[src/rtl/dma_pkg.sv]
package dma_pkg;

  typedef enum logic [2:0] {
    S_IDLE,
    S_ALIGN_IN,
    S_OVH,
    S_CH_OVH,
    S_RD,
    S_WR,
    S_ALIGN_OUT
  } seq_state_t;

  // Last index of the offset list for a pattern mode.
  function automatic logic [1:0] pat_last(input logic [2:0] mode);
    unique case (mode)
      3'd0:               pat_last = 2'd0;
      3'd1, 3'd2, 3'd6:   pat_last = 2'd1;
      default:            pat_last = 2'd3;
    endcase
  endfunction

  // Peripheral offset for a mode at list position idx.
  function automatic logic [1:0] pat_off(input logic [2:0] mode, input logic [1:0] idx);
    unique case (mode)
      3'd1, 3'd5: pat_off = {1'b0, idx[0]};
      3'd3, 3'd7: pat_off = {1'b0, idx[1]};
      3'd4:       pat_off = idx;
      default:    pat_off = 2'd0;
    endcase
  endfunction

endpackage

[src/rtl/dma_chan_regs.sv]
module dma_chan_regs #(
  parameter int NUM_CH  = 8,
  parameter int COUNT_W = 16,
  parameter int CH_W    = 3,
  parameter int CFG_AW  = 6
) (
  input  logic               clk,
  input  logic               rst,
  input  logic               cfg_we,
  input  logic [CFG_AW-1:0]  cfg_addr,
  input  logic [7:0]         cfg_wdata,
  input  logic [CH_W-1:0]    sel_ch,
  input  logic               upd_en,
  input  logic [15:0]        upd_off,
  input  logic [COUNT_W-1:0] upd_cnt,
  output logic               ch_dir,
  output logic               ch_fixed,
  output logic [2:0]         ch_mode,
  output logic [7:0]         ch_dest,
  output logic [7:0]         ch_bank,
  output logic [15:0]        ch_off,
  output logic [COUNT_W-1:0] ch_cnt
);

  logic [4:0]         ctrl_a [NUM_CH];
  logic [7:0]         dest_a [NUM_CH];
  logic [7:0]         bank_a [NUM_CH];
  logic [15:0]        off_a  [NUM_CH];
  logic [COUNT_W-1:0] cnt_a  [NUM_CH];

  for (genvar g = 0; g < NUM_CH; g++) begin : g_ch
    logic [4:0]         ctrl_r;
    logic [7:0]         dest_r;
    logic [7:0]         bank_r;
    logic [15:0]        off_r;
    logic [COUNT_W-1:0] cnt_r;
    logic               hit;
    logic               upd_hit;

    assign hit     = cfg_we && (cfg_addr[CFG_AW-1:3] == CH_W'(g));
    assign upd_hit = upd_en && (sel_ch == CH_W'(g));

    always_ff @(posedge clk) begin
      if (rst) begin
        ctrl_r <= '0;
        dest_r <= '0;
        bank_r <= '0;
        off_r  <= '0;
        cnt_r  <= '0;
      end else if (upd_hit) begin
        off_r <= upd_off;
        cnt_r <= upd_cnt;
      end else if (hit) begin
        unique case (cfg_addr[2:0])
          3'd0:    ctrl_r <= cfg_wdata[4:0];
          3'd1:    dest_r <= cfg_wdata;
          3'd2:    off_r[7:0]  <= cfg_wdata;
          3'd3:    off_r[15:8] <= cfg_wdata;
          3'd4:    bank_r <= cfg_wdata;
          3'd5:    cnt_r[7:0] <= cfg_wdata;
          3'd6:    cnt_r[COUNT_W-1:8] <= cfg_wdata[COUNT_W-9:0];
          default: ;
        endcase
      end
    end

    assign ctrl_a[g] = ctrl_r;
    assign dest_a[g] = dest_r;
    assign bank_a[g] = bank_r;
    assign off_a[g]  = off_r;
    assign cnt_a[g]  = cnt_r;
  end

  assign ch_dir   = ctrl_a[sel_ch][0];
  assign ch_fixed = ctrl_a[sel_ch][1];
  assign ch_mode  = ctrl_a[sel_ch][4:2];
  assign ch_dest  = dest_a[sel_ch];
  assign ch_bank  = bank_a[sel_ch];
  assign ch_off   = off_a[sel_ch];
  assign ch_cnt   = cnt_a[sel_ch];

endmodule

[src/rtl/dma_phase_timer.sv]
module dma_phase_timer #(
  parameter int COST_W = 24
) (
  input  logic              clk,
  input  logic              rst,
  input  logic              accept,
  input  logic              busy,
  input  logic              done,
  output logic [2:0]        phase,
  output logic [COST_W-1:0] cost
);

  always_ff @(posedge clk) begin
    if (rst) phase <= 3'd0;
    else     phase <= phase + 3'd1;
  end

  always_ff @(posedge clk) begin
    if (rst)                cost <= '0;
    else if (accept)        cost <= COST_W'(1);
    else if (busy && !done) cost <= cost + COST_W'(1);
  end

  // busy drops only after a cycle with phase 0
  a_r10_exit_phase: assert property (@(posedge clk) disable iff (rst)
    $fell(busy) |-> phase == 3'd1);

  // cost is held while idle with no start
  a_r12_cost_hold: assert property (@(posedge clk) disable iff (rst)
    (!busy && !accept) |=> $stable(cost));

endmodule

[src/rtl/dma_seq_ctrl.sv]
module dma_seq_ctrl
  import dma_pkg::*;
#(
  parameter int NUM_CH  = 8,
  parameter int COUNT_W = 16,
  parameter int CH_W    = 3
) (
  input  logic               clk,
  input  logic               rst,
  input  logic               start_we,
  input  logic [NUM_CH-1:0]  start_mask,
  input  logic [2:0]         phase,
  input  logic               ch_dir,
  input  logic               ch_fixed,
  input  logic [2:0]         ch_mode,
  input  logic [7:0]         ch_dest,
  input  logic [7:0]         ch_bank,
  input  logic [15:0]        ch_off,
  input  logic [COUNT_W-1:0] ch_cnt,
  input  logic [7:0]         mem_rdata,
  input  logic [7:0]         per_rdata,
  output logic               busy,
  output logic               accept,
  output logic               done,
  output logic [CH_W-1:0]    sel_ch,
  output logic               upd_en,
  output logic [15:0]        upd_off,
  output logic [COUNT_W-1:0] upd_cnt,
  output logic [23:0]        mem_addr,
  output logic               mem_rd,
  output logic               mem_wr,
  output logic [15:0]        per_addr,
  output logic               per_rd,
  output logic               per_wr,
  output logic [7:0]         wdata
);

  seq_state_t        state_q;
  logic [NUM_CH-1:0] mask_q;
  logic [NUM_CH-1:0] mask_left;
  logic [CH_W-1:0]   ch_q;
  logic [2:0]        sub_q;
  logic [1:0]        pidx_q;
  logic [7:0]        data_q;
  logic              byte_end;
  logic              last_byte;

  function automatic logic [CH_W-1:0] first_set(input logic [NUM_CH-1:0] m);
    first_set = '0;
    for (int i = NUM_CH - 1; i >= 0; i--)
      if (m[i]) first_set = i[CH_W-1:0];
  endfunction

  assign busy      = (state_q != S_IDLE);
  assign accept    = (state_q == S_IDLE) && start_we;
  assign done      = (state_q == S_ALIGN_OUT) && (phase == 3'd0);
  assign byte_end  = (state_q == S_WR) && (sub_q == 3'd3);
  assign last_byte = (ch_cnt == COUNT_W'(1));
  assign mask_left = mask_q & ~(NUM_CH'(1) << ch_q);
  assign sel_ch    = ch_q;
  assign upd_en    = byte_end;
  assign upd_off   = ch_fixed ? ch_off : ch_off + 16'd1;
  assign upd_cnt   = ch_cnt - COUNT_W'(1);

  always_ff @(posedge clk) begin
    if (rst) begin
      state_q <= S_IDLE;
      mask_q  <= '0;
      ch_q    <= '0;
      sub_q   <= '0;
      pidx_q  <= '0;
      data_q  <= '0;
    end else begin
      unique case (state_q)
        S_IDLE: begin
          if (start_we) begin
            mask_q  <= start_mask;
            state_q <= S_ALIGN_IN;
          end
        end
        S_ALIGN_IN: begin
          if (phase == 3'd0) begin
            state_q <= S_OVH;
            sub_q   <= 3'd0;
          end
        end
        S_OVH: begin
          sub_q <= sub_q + 3'd1;
          if (sub_q == 3'd7) begin
            if (mask_q == '0) begin
              state_q <= S_ALIGN_OUT;
            end else begin
              ch_q    <= first_set(mask_q);
              pidx_q  <= 2'd0;
              state_q <= S_CH_OVH;
            end
          end
        end
        S_CH_OVH: begin
          sub_q <= sub_q + 3'd1;
          if (sub_q == 3'd7) state_q <= S_RD;
        end
        S_RD: begin
          sub_q <= sub_q + 3'd1;
          if (sub_q == 3'd3) begin
            data_q  <= ch_dir ? per_rdata : mem_rdata;
            sub_q   <= 3'd0;
            state_q <= S_WR;
          end
        end
        S_WR: begin
          sub_q <= sub_q + 3'd1;
          if (sub_q == 3'd3) begin
            sub_q  <= 3'd0;
            pidx_q <= (pidx_q == pat_last(ch_mode)) ? 2'd0 : pidx_q + 2'd1;
            if (last_byte) begin
              mask_q <= mask_left;
              if (mask_left == '0) begin
                state_q <= S_ALIGN_OUT;
              end else begin
                ch_q    <= first_set(mask_left);
                pidx_q  <= 2'd0;
                state_q <= S_CH_OVH;
              end
            end else begin
              state_q <= S_RD;
            end
          end
        end
        S_ALIGN_OUT: begin
          if (phase == 3'd0) state_q <= S_IDLE;
        end
        default: state_q <= S_IDLE;
      endcase
    end
  end

  assign mem_addr = {ch_bank, ch_off};
  assign per_addr = {8'h21, ch_dest + {6'd0, pat_off(ch_mode, pidx_q)}};
  assign mem_rd   = (state_q == S_RD) && !ch_dir;
  assign per_rd   = (state_q == S_RD) &&  ch_dir;
  assign per_wr   = (state_q == S_WR) && !ch_dir;
  assign mem_wr   = (state_q == S_WR) &&  ch_dir;
  assign wdata    = data_q;

  // the overhead starts right after a phase-0 cycle
  a_r3_align_in: assert property (@(posedge clk) disable iff (rst)
    (state_q == S_OVH && $past(state_q) == S_ALIGN_IN) |-> phase == 3'd1);

  // a channel's first read follows 8 cycles of channel overhead
  a_r4_ch_ovh: assert property (@(posedge clk) disable iff (rst)
    (state_q == S_RD && $past(state_q) == S_CH_OVH) |-> $past(state_q, 8) == S_CH_OVH);

  // never more than one strobe
  a_r5_one_strobe: assert property (@(posedge clk) disable iff (rst)
    $onehot0({mem_rd, mem_wr, per_rd, per_wr}));

  // a read strobe lasts beyond its first cycle
  a_r5_read_hold: assert property (@(posedge clk) disable iff (rst)
    $rose(mem_rd || per_rd) |=> (mem_rd || per_rd));

  // peripheral accesses stay in the 0x21xx window
  a_r6_window: assert property (@(posedge clk) disable iff (rst)
    (per_rd || per_wr) |-> per_addr[15:8] == 8'h21);

endmodule

[src/rtl/blk_dma_engine.sv]
module blk_dma_engine #(
  parameter int NUM_CH  = 8,
  parameter int COUNT_W = 16,
  parameter int COST_W  = 24
) (
  input  logic                      clk,
  input  logic                      rst,
  input  logic                      cfg_we,
  input  logic [$clog2(NUM_CH)+2:0] cfg_addr,
  input  logic [7:0]                cfg_wdata,
  input  logic                      start_we,
  input  logic [NUM_CH-1:0]         start_mask,
  output logic [23:0]               mem_addr,
  output logic                      mem_rd,
  output logic                      mem_wr,
  input  logic [7:0]                mem_rdata,
  output logic [15:0]               per_addr,
  output logic                      per_rd,
  output logic                      per_wr,
  input  logic [7:0]                per_rdata,
  output logic [7:0]                wdata,
  output logic                      busy,
  output logic [COST_W-1:0]         cost
);

  localparam int CH_W   = $clog2(NUM_CH);
  localparam int CFG_AW = CH_W + 3;

  logic               accept;
  logic               done;
  logic [2:0]         phase;
  logic [CH_W-1:0]    sel_ch;
  logic               upd_en;
  logic [15:0]        upd_off;
  logic [COUNT_W-1:0] upd_cnt;
  logic               ch_dir;
  logic               ch_fixed;
  logic [2:0]         ch_mode;
  logic [7:0]         ch_dest;
  logic [7:0]         ch_bank;
  logic [15:0]        ch_off;
  logic [COUNT_W-1:0] ch_cnt;

  dma_chan_regs #(
    .NUM_CH(NUM_CH), .COUNT_W(COUNT_W), .CH_W(CH_W), .CFG_AW(CFG_AW)
  ) i_regs (
    .clk(clk), .rst(rst),
    .cfg_we(cfg_we), .cfg_addr(cfg_addr), .cfg_wdata(cfg_wdata),
    .sel_ch(sel_ch), .upd_en(upd_en), .upd_off(upd_off), .upd_cnt(upd_cnt),
    .ch_dir(ch_dir), .ch_fixed(ch_fixed), .ch_mode(ch_mode),
    .ch_dest(ch_dest), .ch_bank(ch_bank), .ch_off(ch_off), .ch_cnt(ch_cnt)
  );

  dma_phase_timer #(.COST_W(COST_W)) i_timer (
    .clk(clk), .rst(rst),
    .accept(accept), .busy(busy), .done(done),
    .phase(phase), .cost(cost)
  );

  dma_seq_ctrl #(
    .NUM_CH(NUM_CH), .COUNT_W(COUNT_W), .CH_W(CH_W)
  ) i_seq (
    .clk(clk), .rst(rst),
    .start_we(start_we), .start_mask(start_mask), .phase(phase),
    .ch_dir(ch_dir), .ch_fixed(ch_fixed), .ch_mode(ch_mode),
    .ch_dest(ch_dest), .ch_bank(ch_bank), .ch_off(ch_off), .ch_cnt(ch_cnt),
    .mem_rdata(mem_rdata), .per_rdata(per_rdata),
    .busy(busy), .accept(accept), .done(done), .sel_ch(sel_ch),
    .upd_en(upd_en), .upd_off(upd_off), .upd_cnt(upd_cnt),
    .mem_addr(mem_addr), .mem_rd(mem_rd), .mem_wr(mem_wr),
    .per_addr(per_addr), .per_rd(per_rd), .per_wr(per_wr),
    .wdata(wdata)
  );

  // a start during a run does not restart the cost count
  a_r11_busy_ignore: assert property (@(posedge clk) disable iff (rst)
    (busy && start_we) |=> cost != COST_W'(1));

endmodule

[config.mk]
export PLATFORM = sky130hd
export DESIGN_NAME = blk_dma_engine
export DESIGN_NICKNAME = d
export VERILOG_FILES = /design/src/rtl/dma_pkg.sv /design/src/rtl/dma_chan_regs.sv /design/src/rtl/dma_phase_timer.sv /design/src/rtl/dma_seq_ctrl.sv /design/src/rtl/blk_dma_engine.sv
export SDC_FILE = /design/constraint.sdc
export NUM_CORES = 1
export LEC_CHECK = 0
export ABC_AREA = 1
export CORE_MARGIN = 1.5
export CORE_UTILIZATION = 40
export CTS_CLUSTER_SIZE = 10
export DETAILED_ROUTE_END_ITERATION = 8
export DONT_BUFFER_PORTS = 1
export SLEW_MARGIN = 40
export SYNTH_ARGS = -nofsm -noshare
export SYNTH_HDL_FRONTEND = slang
export SYNTH_SLANG_ARGS = --single-unit
[constraint.sdc]
create_clock -name clk -period 6.7 [get_ports clk]
set_input_delay 1.675 -clock clk [delete_from_list [all_inputs] [get_ports clk]]
set_output_delay 1.675 -clock clk [all_outputs]
set_load 0.01 [all_outputs]
# Word level (Yosys, flattened, before mapping)
# Index checks and enable logic that the tools add are counted.
# totals
wordCells	385
output_inout_bits	77
ramBits	0
regBits	478
latch_bits	0
rom_bits	0
n_memories	0
input_bits	42
# op_classes
div_mod_pow	0
reduce_logical	147
shifts	1
n_bitwise	11
muxes	106
order_cmp	1
n_addsub	7
n_eq_ne	47
mul	0
# ops
cell	count
16-bit 2-to-1 mux	37
16-bit binary-select mux with 3-bit select	2
3-bit 2-to-1 mux	32
8-bit 2-to-1 mux	12
2-bit nonzero test	43
3-bit AND reduction	24
2-bit AND reduction	34
3-bit == test (second input constant)	19
8-bit binary-select mux with 3-bit select	2
3-bit by 2-bit == test with 1-bit output (second input constant)	11
24-bit by 1-bit adder with 24-bit output (second input constant)	1
1-bit logical AND	24
3-bit one-hot mux with 7 select lines	1
3-bit zero test	6
2-bit 2-to-1 mux	9
16-bit by 1-bit adder with 16-bit output (second input constant)	1
16-bit by 1-bit == test with 1-bit output (second input constant)	1
8-bit zero test	2
8-bit one-hot mux with 2 select lines	1
16-bit by 1-bit subtractor with 16-bit output (second input constant)	1
5-bit binary-select mux with 3-bit select	1
3-bit by 1-bit == test with 1-bit output (second input constant)	5
2-bit by 1-bit inequality test with 1-bit output (second input constant)	6
5-bit 2-to-1 mux	2
other kinds (23)	43

# Logic depth before layout (Yosys ltp)
# depth
depth_word	16
depth_mapped	20
ltp_nobuf	17

# Hierarchy
# A second synthesis with hierarchy kept.
# hier_totals
hier_cells	4300
area_unflattened_um2	26227.7
# modules_own_cells
module	n_inst	cells_each	area_per_inst_um2
dma_chan_regs	1	3621	21934.8
dma_seq_ctrl	1	470	2841.5
dma_phase_timer	1	209	1451.4

# Least setup slack after synthesis
# No wires, ideal clock.
# synth_timing
kind	register to output
from	register i_seq.ch_q[0] (netlist: i_seq.sel_ch[0])
to	output port per_addr[6]
t_arrival_ns	2.825
required_time_ns	5.025
stages_incl_launch_ff	17
setup_slack_ns	2.200
cell_sequence	dfxtp_1 buf_2 nor2_2 buf_2 buf_2 buf_1 clkbuf_1 nand2_1 o2111ai_1 o32ai_1 ha_1 fa_1 nand2_1 nor2_1 nand2_1 nand2_1 nand2_1
# synth_via
elab_chain_len	8
# synth_lines
element	line_no	text
start: declaration	dma_seq_ctrl.sv:41	logic [CH_W-1:0] ch_q;
start signal: assignment	dma_seq_ctrl.sv:93	ch_q <= first_set(mask_q);
start signal: assignment	dma_seq_ctrl.sv:121	ch_q <= first_set(mask_left);
3-bit inverter with 4-bit output (not written as such) (*)	dma_chan_regs.sv:76, dma_chan_regs.sv:77	
5-bit binary-select mux with 3-bit select	dma_chan_regs.sv:76	assign ch_mode = ctrl_a[sel_ch][4:2];
5-bit 2-to-1 mux (2 in series)	-	
3-bit by 2-bit == test with 1-bit output, or another cell as far along	dma_pkg.sv:24	unique case (mode)
2-bit OR reduction	dma_pkg.sv:24	
2-bit one-hot mux with 3 select lines	dma_pkg.sv:24	
8-bit by 2-bit adder with 8-bit output (*)	dma_seq_ctrl.sv:139	assign per_addr = {8'h21, ch_dest + {6'd0, pat_off(ch_mode, pidx_q)}};
end: declaration	blk_dma_engine.sv:17	output logic [15:0] per_addr,
# Every way passes the cells marked *; elsewhere a longest branch is shown, timed or not. The select of a mux whose other input is x is not followed.

# Final worst setup path
# layout_timing
from	register i_seq.ch_q[1] (netlist: i_seq.sel_ch[1])
to	output port per_addr[5]
# The elaborated chain is that of the path after synthesis.

==> reports/results.ini <==
[clocking]
numClockSinks=478
postCtsSetupRepairBufs=0
postCtsHoldBufs=0
cts_resized=0
tritoncts=done
clockBufferDepth=3
cts-root-buf=clkbuf_16
path_clk_slew_ps=60
cts-htree-levels=2
numCtsBuffers=56
clk_latency_ps=640

[placement]
dp_slack_ps=1880
gp_congestion=0.972
placedCellCount=4577
numPortBuffers=0
placed_area_mm2=0.0257
dp.final_hpwl_um=67000

[layout]
nets=3854
postLayoutCellArea_mm2=0.0273
finalCoreUtilization_pct=44.1
fillers=6680
drive_above_1_share_pct=3.82
fin_cells=4658
area_growth_pct=8.58
n_antenna_cell=0
final_common_cell=nand2_1
layout_common_cells=905 x nand2_1, 554 x inv_1, 476 x dfxtp_1, 404 x a21oi_1, 337 x nor2_1

[route]
routed_wl_um=101000
first_pass_iters=6
ant_nets=0
post-route-drc-count=0
via_count=26300
drt-wirelength-per-cell_um=21.6
drt_iter0_markers=3620
vias_per_cell=5.65

[timing]
period_share_pct=81.3
finalHoldViolations=0
holdWs_ps=445
report.final.setup_viol=0
clock_skew_ps=25.0
fmax_ghz=0.184
setup_tns_ps=0
fin_ws_ps=1250
fin_crit_ps=5450
relSlewSlack_pct=40.2
report.final.slew_viol_count=0
grt_setup_unrepaired=no
worstMarginPinSlew_ps=894

[logic_synthesis]
synth_edf_count=0
ys_types=43
synthCells=3920
async_flop_share_pct=0
yosysWarningCount=0
synth.top_cell.area_share_pct=38.1
synth_ff_type=dfxtp_1
yosysSeqAreaShare_pct=38.1
synth_area_leaders=dfxtp_1 38%, nand2_1 14%, inv_1 8.3%
synth_top_area_cell=dfxtp_1
synth_area_mm2=0.0251
synth.avg_cell_area_um2=6.41
ys_seq_elements=478

[power]
cell_internal_pwr_mw=4.96
switching_share_pct=40.1
vdd_drop_max_uv=292
pwr-share-comb_pct=30.2
switchingPower_mw=3.32
p_seq_share_pct=35.9
pwr-share-clk_pct=33.9
p_per_area_mw_per_mm2=303
p_leak_nw=10.1
power_mw=8.27

[die]
core-area_mm2=0.0619
rows=91
dieArea_mm2=0.0643
dieWidth_um=254
fp.dieH_um=254
start_util_pct=40.6
pin_count=119

[run]
drv_cap=0

[grt]
overflow=0
grtUsageTotal_pct=30.7
grt_max_degree=263
grt_pass1_vias=23600
antenna_found_initial=2
grt_pass1_wl_um=150000

[setup_path]
criticalPathCategory=flip-flop to output port
end_kind=output port
cp.arrival_ps=3770
setup.worst_path.start_class=flip-flop
cp_data_required_time_ps=5030
cp_max_fo=22

[hold_path]
hold_class=flip-flop to flip-flop

[run_status]
outcome=complete, no violations

cell type report:
cell class	count	area (µm²)	share of cell area [%]
multi-input combinational	2655	12600	46.1
sequential	478	9570	35.1
inverter	561	2110	7.73
clock buffer	76	1530	5.59
tap	837	1050	3.84
timing repair buffer	47	398	1.46
clock inverter	4	53.8	0.197
final timing paths:
path | slack, ps | to | start | cells after the start
setup reg to reg | 2150 | i_regs.g_ch[5].cnt_r[12] | i_seq.state_q[2] | 12
hold reg to reg | 440 | i_regs.g_ch[4].dest_r[0] | i_regs.g_ch[4].dest_r[0] | 2
setup / recovery | 1250 | per_addr[5] | i_seq.sel_ch[1] | 15
hold / removal | 440 | i_regs.g_ch[4].dest_r[0] | i_regs.g_ch[4].dest_r[0] | 2
synthesized netlist by cell type (all sizes together) (2+ instances only):
cell type,n
nand2,908
inv,558
dfxtp,478
a21oi,404
nor2,347
o21ai,333
nand3,299
clkbuf,146
o22ai,103
a31oi,87
buf,86
nand4,27
xor2,21
nor3,19
a22oi,18
a221oi,14
ha,12
o211ai,12
o2111ai,9
o221ai,9
xnor2,6
o21a,5
clkinv,3
nand3b,3
o32ai,3
conb,2
nor4,2
per-layer routing:
metal | part of all wire, % | vias up | GRT usage (%)
li1 | - | 12500 | -
met2 | 42 | 1479 | 45.3
met4 | 5.4 | 4 | 15.5
met1 | 41 | 12100 | 41.9
met5 | 0.027 | - | 0
met3 | 12 | 276 | 6.93
sequential cells by signal, summed over array words and instances, names as in the netlist:
name                count
i_seq.mask_q            8
i_regs.g_ch.off_r     128
i_seq.sub_q             3
i_seq.sel_ch            3
i_timer.cost           24
i_seq.state_q           3
i_regs.g_ch.cnt_r     128
i_seq.pidx_q            2
i_timer.phase           3
i_regs.g_ch.bank_r     64
i_seq.wdata             8
i_regs.g_ch.ctrl_r     40
i_regs.g_ch.dest_r     64
power by group through the flow:
stage	combinational (mW)	clock (mW)	sequential, mW
after floorplan	1.53	0	3.00
after global placement	2.38	0	3.03
after detailed placement	2.40	0	3.03
after CTS	2.41	2.84	2.97
after global routing	2.63	2.95	2.98
final	2.50	2.81	2.97
cell families after synthesis:
logic type,after synthesis,share of synthesized area (%)
buf+inv,793,12.3
compound gates,1002,21.8
xor+xnor,27,1.06
fa+ha+maj,13,0.677
flops,478,38.1
simple gates,1605,26.0
other cells,2,0.0299
critical path, stage by stage (launching register included):
cell	delay, ps
dfxtp_1	310
buf_4	240
nand2_4	310
buf_4	380
nor2_1	70
nor2_1	150
nand3_1	90
nand2_1	120
nand2_1	110
nor3_1	410
ha_1	320
a21oi_1	140
nor2_1	100
nand2_1	90
nor2_1	40
xor2_1	260
Power figures use the tool's default switching activity.
